==> src/rtl/wgs_pkg.sv <==
`timescale 1ns/1ps
package wgs_pkg;
  localparam int unsigned PORTS = 2;

  typedef struct packed {
    logic sel;
    logic write;
    logic read_oe;
    logic free;
  } port_ctl_t;

  function automatic port_ctl_t decode_ctl(input logic cs_n, input logic wr_n,
                                           input logic oe_n, input logic busy_n);
    port_ctl_t c;
    c.sel     = !cs_n;
    c.write   = !wr_n;
    c.read_oe = !oe_n;
    c.free    = busy_n;
    return c;
  endfunction
endpackage

==> src/rtl/wgs_port_ctrl.sv <==
`timescale 1ns/1ps
module wgs_port_ctrl
  import wgs_pkg::*;
#(
  parameter int unsigned ADDR_W = 4,
  parameter int unsigned DATA_W = 8,
  parameter int unsigned SETTLE = 2
) (
  input  logic              clk,
  input  logic              rst,
  input  logic              cs_n,
  input  logic              wr_n,
  input  logic              oe_n,
  input  logic              busy_n,
  input  logic [ADDR_W-1:0] addr,
  input  logic [DATA_W-1:0] wdata,
  output logic              wr_en,
  output logic [ADDR_W-1:0] wr_addr,
  output logic [DATA_W-1:0] wr_data,
  output logic              rd_ok
);
  localparam int unsigned CNT_W = (SETTLE < 1) ? 1 : $clog2(SETTLE + 1);
  localparam logic [CNT_W-1:0] CNT_FULL = CNT_W'(SETTLE);

  port_ctl_t        ctl;
  logic             req;
  logic             settled;
  logic             fire;
  logic [CNT_W-1:0] cnt;
  logic             done;

  assign ctl     = decode_ctl(cs_n, wr_n, oe_n, busy_n);
  assign req     = ctl.sel && ctl.write;
  assign settled = (cnt == CNT_FULL);
  assign fire    = req && settled && ctl.free && !done;

  always_ff @(posedge clk) begin
    if (rst) begin
      cnt     <= '0;
      done    <= 1'b0;
      wr_en   <= 1'b0;
      rd_ok   <= 1'b0;
      wr_addr <= '0;
      wr_data <= '0;
    end else begin
      if (!req)          cnt <= '0;
      else if (!settled) cnt <= cnt + 1'b1;
      done  <= req && (done || fire);
      wr_en <= fire;
      if (fire) begin
        wr_addr <= addr;
        wr_data <= wdata;
      end
      rd_ok <= ctl.sel && !ctl.write && ctl.read_oe && ctl.free;
    end
  end
endmodule

==> src/rtl/wgs_dp_store.sv <==
`timescale 1ns/1ps
module wgs_dp_store #(
  parameter int unsigned ADDR_W = 4,
  parameter int unsigned DATA_W = 8
) (
  input  logic              clk,
  input  logic              a_we,
  input  logic [ADDR_W-1:0] a_waddr,
  input  logic [DATA_W-1:0] a_wdata,
  input  logic [ADDR_W-1:0] a_raddr,
  output logic [DATA_W-1:0] a_rdata,
  input  logic              b_we,
  input  logic [ADDR_W-1:0] b_waddr,
  input  logic [DATA_W-1:0] b_wdata,
  input  logic [ADDR_W-1:0] b_raddr,
  output logic [DATA_W-1:0] b_rdata
);
  localparam int unsigned DEPTH = 1 << ADDR_W;

  logic [DATA_W-1:0] mem [DEPTH];

  always_ff @(posedge clk) begin
    if (b_we) mem[b_waddr] <= b_wdata;
    if (a_we) mem[a_waddr] <= a_wdata;
    a_rdata <= mem[a_raddr];
    b_rdata <= mem[b_raddr];
  end
endmodule

==> src/rtl/wgs_slave.sv <==
`timescale 1ns/1ps
module wgs_slave
  import wgs_pkg::*;
#(
  parameter int unsigned ADDR_W = 4,
  parameter int unsigned DATA_W = 8,
  parameter int unsigned SETTLE = 2
) (
  input  logic              clk,
  input  logic              rst,
  input  logic              l_cs_n,
  input  logic              l_wr_n,
  input  logic              l_oe_n,
  input  logic              l_busy_n,
  input  logic [ADDR_W-1:0] l_addr,
  input  logic [DATA_W-1:0] l_wdata,
  output logic              l_wr_en,
  output logic [DATA_W-1:0] l_rdata,
  output logic              l_rvalid,
  input  logic              r_cs_n,
  input  logic              r_wr_n,
  input  logic              r_oe_n,
  input  logic              r_busy_n,
  input  logic [ADDR_W-1:0] r_addr,
  input  logic [DATA_W-1:0] r_wdata,
  output logic              r_wr_en,
  output logic [DATA_W-1:0] r_rdata,
  output logic              r_rvalid
);
  logic              cs_n_v   [PORTS];
  logic              wr_n_v   [PORTS];
  logic              oe_n_v   [PORTS];
  logic              busy_n_v [PORTS];
  logic [ADDR_W-1:0] addr_v   [PORTS];
  logic [DATA_W-1:0] wdata_v  [PORTS];
  logic              we_v     [PORTS];
  logic [ADDR_W-1:0] waddr_v  [PORTS];
  logic [DATA_W-1:0] wdat_v   [PORTS];
  logic              rok_v    [PORTS];
  logic [DATA_W-1:0] rdat_v   [PORTS];

  assign cs_n_v[0]   = l_cs_n;   assign cs_n_v[1]   = r_cs_n;
  assign wr_n_v[0]   = l_wr_n;   assign wr_n_v[1]   = r_wr_n;
  assign oe_n_v[0]   = l_oe_n;   assign oe_n_v[1]   = r_oe_n;
  assign busy_n_v[0] = l_busy_n; assign busy_n_v[1] = r_busy_n;
  assign addr_v[0]   = l_addr;   assign addr_v[1]   = r_addr;
  assign wdata_v[0]  = l_wdata;  assign wdata_v[1]  = r_wdata;

  for (genvar p = 0; p < PORTS; p++) begin : g_side
    wgs_port_ctrl #(
      .ADDR_W(ADDR_W), .DATA_W(DATA_W), .SETTLE(SETTLE)
    ) u_ctrl (
      .clk    (clk),
      .rst    (rst),
      .cs_n   (cs_n_v[p]),
      .wr_n   (wr_n_v[p]),
      .oe_n   (oe_n_v[p]),
      .busy_n (busy_n_v[p]),
      .addr   (addr_v[p]),
      .wdata  (wdata_v[p]),
      .wr_en  (we_v[p]),
      .wr_addr(waddr_v[p]),
      .wr_data(wdat_v[p]),
      .rd_ok  (rok_v[p])
    );
  end

  wgs_dp_store #(.ADDR_W(ADDR_W), .DATA_W(DATA_W)) u_store (
    .clk    (clk),
    .a_we   (we_v[0]),
    .a_waddr(waddr_v[0]),
    .a_wdata(wdat_v[0]),
    .a_raddr(addr_v[0]),
    .a_rdata(rdat_v[0]),
    .b_we   (we_v[1]),
    .b_waddr(waddr_v[1]),
    .b_wdata(wdat_v[1]),
    .b_raddr(addr_v[1]),
    .b_rdata(rdat_v[1])
  );

  assign l_wr_en  = we_v[0];
  assign r_wr_en  = we_v[1];
  assign l_rvalid = rok_v[0];
  assign r_rvalid = rok_v[1];
  assign l_rdata  = rdat_v[0];
  assign r_rdata  = rdat_v[1];
endmodule

==> config.mk <==
export PLATFORM = sky130hd
export DESIGN_NAME = wgs_slave
export DESIGN_NICKNAME = d
export VERILOG_FILES = /design/src/rtl/wgs_pkg.sv /design/src/rtl/wgs_port_ctrl.sv /design/src/rtl/wgs_dp_store.sv /design/src/rtl/wgs_slave.sv
export SDC_FILE = /design/constraint.sdc
export NUM_CORES = 1
export LEC_CHECK = 0
export ABC_AREA = 1
export ABC_CLOCK_PERIOD_IN_PS = 3300
export CORE_ASPECT_RATIO = 1.4
export CORE_UTILIZATION = 50
export CTS_CLUSTER_SIZE = 28
export DETAILED_ROUTE_END_ITERATION = 8
export PLACE_DENSITY = 0.69
export SYNTH_ARGS = -nofsm -noshare
export SYNTH_HDL_FRONTEND = slang
export SYNTH_HIERARCHICAL = 1
export SYNTH_SLANG_ARGS = --single-unit
export TNS_END_PERCENT = 20
==> constraint.sdc <==
create_clock -name clk -period 3.3 [get_ports clk]
set_input_delay 0.66 -clock clk [delete_from_list [all_inputs] [get_ports clk]]
set_output_delay 0.66 -clock clk [all_outputs]
set_load 0.01 [all_outputs]
Yosys cells after proc, flatten, opt, wreduce, memory -nomap -nowiden
Memory sizes are Yosys's and may differ from the RTL's. A register that Yosys moved wholly into a read port is not among the register bits.
Cells that the tools add are included.
{"block": "op_classes", "n_mux": 4, "reduce_logical": 28, "eq_ne": 2, "n_addsub": 2, "bitwise": 2}
{"cell": "$logic_and 1x1->1", "n": 16}
{"cell": "$logic_not 1->1", "n": 8}
{"cell": "$add 2x1->2 const B", "n": 2}
{"cell": "$eq 2x2->1 const B", "n": 2}
{"cell": "$mux 1", "n": 4}
{"cell": "$reduce_or 2->1", "n": 2}
{"cell": "$logic_or 1x1->1", "n": 2}
{"cell": "$not 1->1", "n": 2}
{"block": "totals", "reg_bits": 34, "ram_bits": 128, "memories": 1, "word_cells": 51}
{"memory": "u_store.mem", "words": 16, "word_bits": 8, "read_ports": 2, "rd_ports_with_merged_regs": 2, "wr": 2, "line": "wgs_dp_store.sv:20", "rtl": "logic [DATA_W-1:0] mem [DEPTH];"}

Depth between registers and ports, before layout
{"block": "logic_depth", "depth_word": 7, "ltp_mapped": 9, "mapped_depth_nobuf": 8}

Modules after synthesis
The synthesis kept the hierarchy.
{"module": "wgs_dp_store", "cells_per_inst": 1194, "instances": 1, "area_per_inst_um2": 8645.8, "seq_area_each_um2": 4164.0}
{"module": "wgs_port_ctrl", "cells_per_inst": 125, "instances": 2, "area_per_inst_um2": 818.3, "seq_area_each_um2": 340.3}

Worst setup path after synthesis
No wires, ideal clock.
{"block": "synth_path", "path_type": "register -> register", "from": "register g_side[0].u_ctrl.wr_en", "to": "memory u_store.mem[0][0], enable pin", "arrival_time_ns": 1.444, "setup_slack_ns": 1.472, "path_buffers": 1, "stages_incl_launch_ff": 6, "synth_period_minus_slack_ns": 1.828, "t_required_ns": 2.916, "path_cell_list": "dfxtp_1 > inv_1 > nor3_1 > nand2_1 > clkbuf_2 > o21ai_0"}
{"item": "from (decl)", "line": "wgs_port_ctrl.sv:17", "rtl": "output logic wr_en,"}
{"item": "from (signal assigned)", "line": "wgs_port_ctrl.sv:49", "rtl": "wr_en <= fire;"}
{"item": "to (decl)", "line": "wgs_dp_store.sv:20"}

==> parameters.txt <==
Parameter                              Value

Drt
  Per-cell routed wire length ... 19.39 µm
  Via Count ... 9755
  Wire length reported by the detailed router ... 33300 µm
  DRC violations left ... 0
  Mean number of vias per cell ... 5.678
  Router iterations before antenna repair ... 6
  Number of design-rule violations left by the first detailed-router iteration ... 1174
  Number of nets with antenna violations after detailed routing ... 0

Worst setup path
  Largest fanout on the critical path ... 17
  Data arrival time at the worst-slack endpoint ... 2.43 ns
  Master of the slowest instance on the critical path ... o21ai_1
  Critical path type ... reg -> reg
  Worst-case reg-to-reg path depth ... 4
  Delay of the slowest critical-path stage ... 0.71 ns
  Nature of the critical path endpoint ... flop
  Cell breakdown of the critical path ... inv_1, nor3_2, nand2_1, o21ai_1
  Required time reported for the critical path endpoint ... 3.36 ns
  Type of element launching the critical path ... flop

Min path
  Worst Hold Path Cells ... 2
  Hold/Removal Path Class ... reg -> reg

Global routing
  Remaining Overflow, GRT ... 0
  Global-route wire length before repair ... 50490 µm
  Antenna violations before repair ... 0
  Number of global-route vias before repair ... 9199
  GRT Overall Usage ... 0.3295
  Maximum number of pins on one net before global-route repair ... 66

Die
  Die H ... 171.7 µm
  Starting density of the core ... 0.5142
  Die Outline Area ... 0.02115 mm²
  Width of the die ... 123.2 µm
  Top-level port count ... 54
  Area of the core ... 0.02000 mm²
  Standard-cell rows ... 61

Run status
  Result of the run ... finished, final reports clean

Clock network
  CTS max path bufs ... 2
  Clk_lat worst skew ... 0.44 ns
  Hold-fix buffers at CTS ... 0
  TritonCTS clock tree ... yes
  Number of setup buffers added after CTS ... 0
  Number of buffers inserted during clock tree synthesis ... 17
  Number of cells upsized or downsized after cts ... 0
  Maximum level of the CTS H-tree ... 4
  Clock transition time at the flip-flop clock pins of the worst setup and hold paths ... 0.07 ns
  Clock root cell ... clkbuf_16
  CTS Sinks ... 178

Cells and area
  Layout cell share with drive strength beyond 1 ... 0.04983
  Final Core Density ... 0.5727
  Final layout net count ... 1488
  Summed area of non-filler cells in the final layout ... 0.01145 mm²
  Synthesis-to-finish area growth ... 11.38%

Pwr
  Switching power total ... 1.161 mW
  Combinational group share of total power ... 0.090
  Internal ... 3.550 mW
  Leakage component of the power ... 4.889 nW
  Sequential share of power ... 0.510
  Clock network power share ... 0.400
  Maximum vdd drop ... 0.3029 mV
  Switching share of power ... 0.2464
  Power per Cell Area ... 411.3 mW/mm²

Synthesis
  Synthesized area divided by synthesized cell count ... 7.121 µm²
  Post-synthesis net count ... 1480
  Distinct cell type count after synthesis ... 27
  Synthesized instance count ... 1444
  Total of warnings raised by yosys ... 6
  Share of synthesized registers carrying an async set or reset ... 0
  Number of flops mapped to enable cells by yosys ... 128
  Leading register cell type out of synthesis ... edfxtp_1
  Seq cells post-synth ... 178
  Syn Std Cell Area ... 0.01028 mm²
  Sequential element share of the synthesized area ... 0.4712

Timing
  Unrepaired setup endpoints after global routing ... false
  Max Slew Vio Count ... 0
  Final critical-path required period ... 2.371 ns
  Share of the clock period used by the worst path after layout ... 0.7184
  Headroom to the max-slew limit ... 0.2238
  Setup Skew ... 0.008038 ns
  Number of failing hold endpoints at the final stage ... 0
  Crit path setup slack, layout ... 0.9294 ns
  Final Setup Violations ... 0
  Accumulated negative setup slack ... 0 ns
  Slew at the pin with the worst max-slew slack ... 1.157 ns
  Highest clock frequency the design can meet ... 0.4218 GHz

Place
  Routability congestion estimate ... 0.9530
  Area after DPL ... 0.01091 mm²
  Dpl ws ... 0.9965 ns
  Input/output buffers ... 53
  Post-DP HPWL ... 21670 µm

Run
  Max-capacitance violation count ... 0
[layer usage]
metal | routed length (µm) | vias to the layer above | part of all wire | track usage
met2 | 16040 | 576 | 0.48 | 0.5429
met3 | 3263 | 136 | 0.098 | 0.06499
li1 | - | 4600 | - | -
met4 | 2290 | 0 | 0.069 | 0.2410
met5 | 0 | - | 0 | 0
met1 | 11710 | 4443 | 0.35 | 0.3764
[state kept, by name, summed over array words and instances, names as in the netlist, 4 cells and up]
register,count
g_side.u_ctrl/wr_data,16
u_store/a_rdata,8
u_store/mem,128
g_side.u_ctrl/wr_addr,8
g_side.u_ctrl/cnt,4
u_store/b_rdata,8
[cell usage after synthesis, types with 3 or more instances]
library cell,instances,share of area
nand2_1,474,0.17
o21ai_1,6,0.0029
nand3_1,227,0.11
buf_4,4,0.0029
buf_1,6,0.0022
a21oi_1,4,0.0019
buf_2,15,0.0073
dfxtp_1,50,0.097
clkbuf_2,12,0.0058
nor3_2,3,0.0029
clkbuf_1,51,0.019
o21ai_0,136,0.066
nand4_1,24,0.015
edfxtp_1,128,0.37
inv_2,4,0.0015
nor2_1,37,0.014
inv_1,244,0.089
[final timing paths]
check,from,endpoint,slack (ns)
setup / recovery,g_side[0].u_ctrl/wr_addr[1]$_SDFFE_PP0P_,u_store/mem[15][1]$_DFFE_PP_,0.93
hold / removal,g_side[0].u_ctrl/cnt[1]$_SDFFE_PP0P_,g_side[0].u_ctrl/cnt[1]$_SDFFE_PP0P_,0.50
setup reg to reg,g_side[0].u_ctrl/wr_addr[1]$_SDFFE_PP0P_,u_store/mem[15][1]$_DFFE_PP_,0.93
hold reg to reg,g_side[0].u_ctrl/cnt[1]$_SDFFE_PP0P_,g_side[0].u_ctrl/cnt[1]$_SDFFE_PP0P_,0.50
[power by group through the flow]
stage	clock (mW)	combinational, mW	sequential [mW]
global placement	0	0.408	2.45
finish	1.88	0.423	2.40
floorplan	0	0.225	2.46
CTS	1.90	0.413	2.40
global route	1.98	0.456	2.40
detailed placement	0	0.411	2.45
[per-stage QoR]
| stage | total power [mW] | hold slack, ns | cells |
|---|---|---|---|
| after floorplan | 2.681 | 0.4585 | 1444 |
| after global placement | 2.861 | 0.4699 | 1685 |
| after detailed placement | 2.865 | 0.4816 | 1685 |
| after CTS | 4.714 | 0.4973 | 1717 |
| after global routing | 4.839 | 0.5329 | 1717 |
| final | 4.710 | 0.4951 | 1718 |
[cell families (layout without fill, tap and decap cells)]
kind of cell	after synthesis	in the layout	synth area share
AOI/OAI and AO/OA	148	148	0.07228
other	0	1	0
adders and majority gates	2	2	0.002433
xor gates and xnor gates	2	2	0.001704
and+or+nand+nor	776	776	0.3228
DFF	178	178	0.4712
buffers and inverters	338	359	0.1296
[cell usage in the layout (no fill, tap or decap)]
cell type	n
nor2_2	2
clkbuf_1	1
nor4_1	2
diode_2	1
nor2_4	2
xor2_1	2
nand2_1	474
clkinv_2	4
o22ai_1	2
nand3_2	2
clkinv_1	1
inv_4	2
inv_2	4
o21ai_0	125
dfxtp_1	50
nand2_2	2
clkbuf_16	18
edfxtp_1	128
a21oi_1	4
clkinv_4	1
clkdlybuf4s50_1	51
buf_2	2
nand3_1	227
nor3_2	3
clkinvlp_4	4
inv_6	1
o21ai_1	17
inv_1	244
buf_4	26
nor3_1	1
nor2_1	37
ha_1	2
nand4_1	24
[critical path, delay by kind of cell (launching register included)]
| kind | cells | cell delay [ns] |
|---|---|---|
| flops | 1 | 0.41 |
| buf+inv | 1 | 0.11 |
| simple gates | 2 | 0.77 |
| compound gates | 1 | 0.71 |
[area by class of cell]
type | instances | area (µm²)
Tap cell | 252 | 315.3
Antenna cell | 1 | 2.502
Timing Repair Buffer | 79 | 715.7
Clock inverter | 13 | 83.83
Inverter | 248 | 930.9
Clock buffer | 19 | 454.2
Multi-Input combinational cell | 928 | 4105
Fill cell | 1920 | 8544
Sequential cell | 178 | 4845
Power figures use the tool's default switching activity.
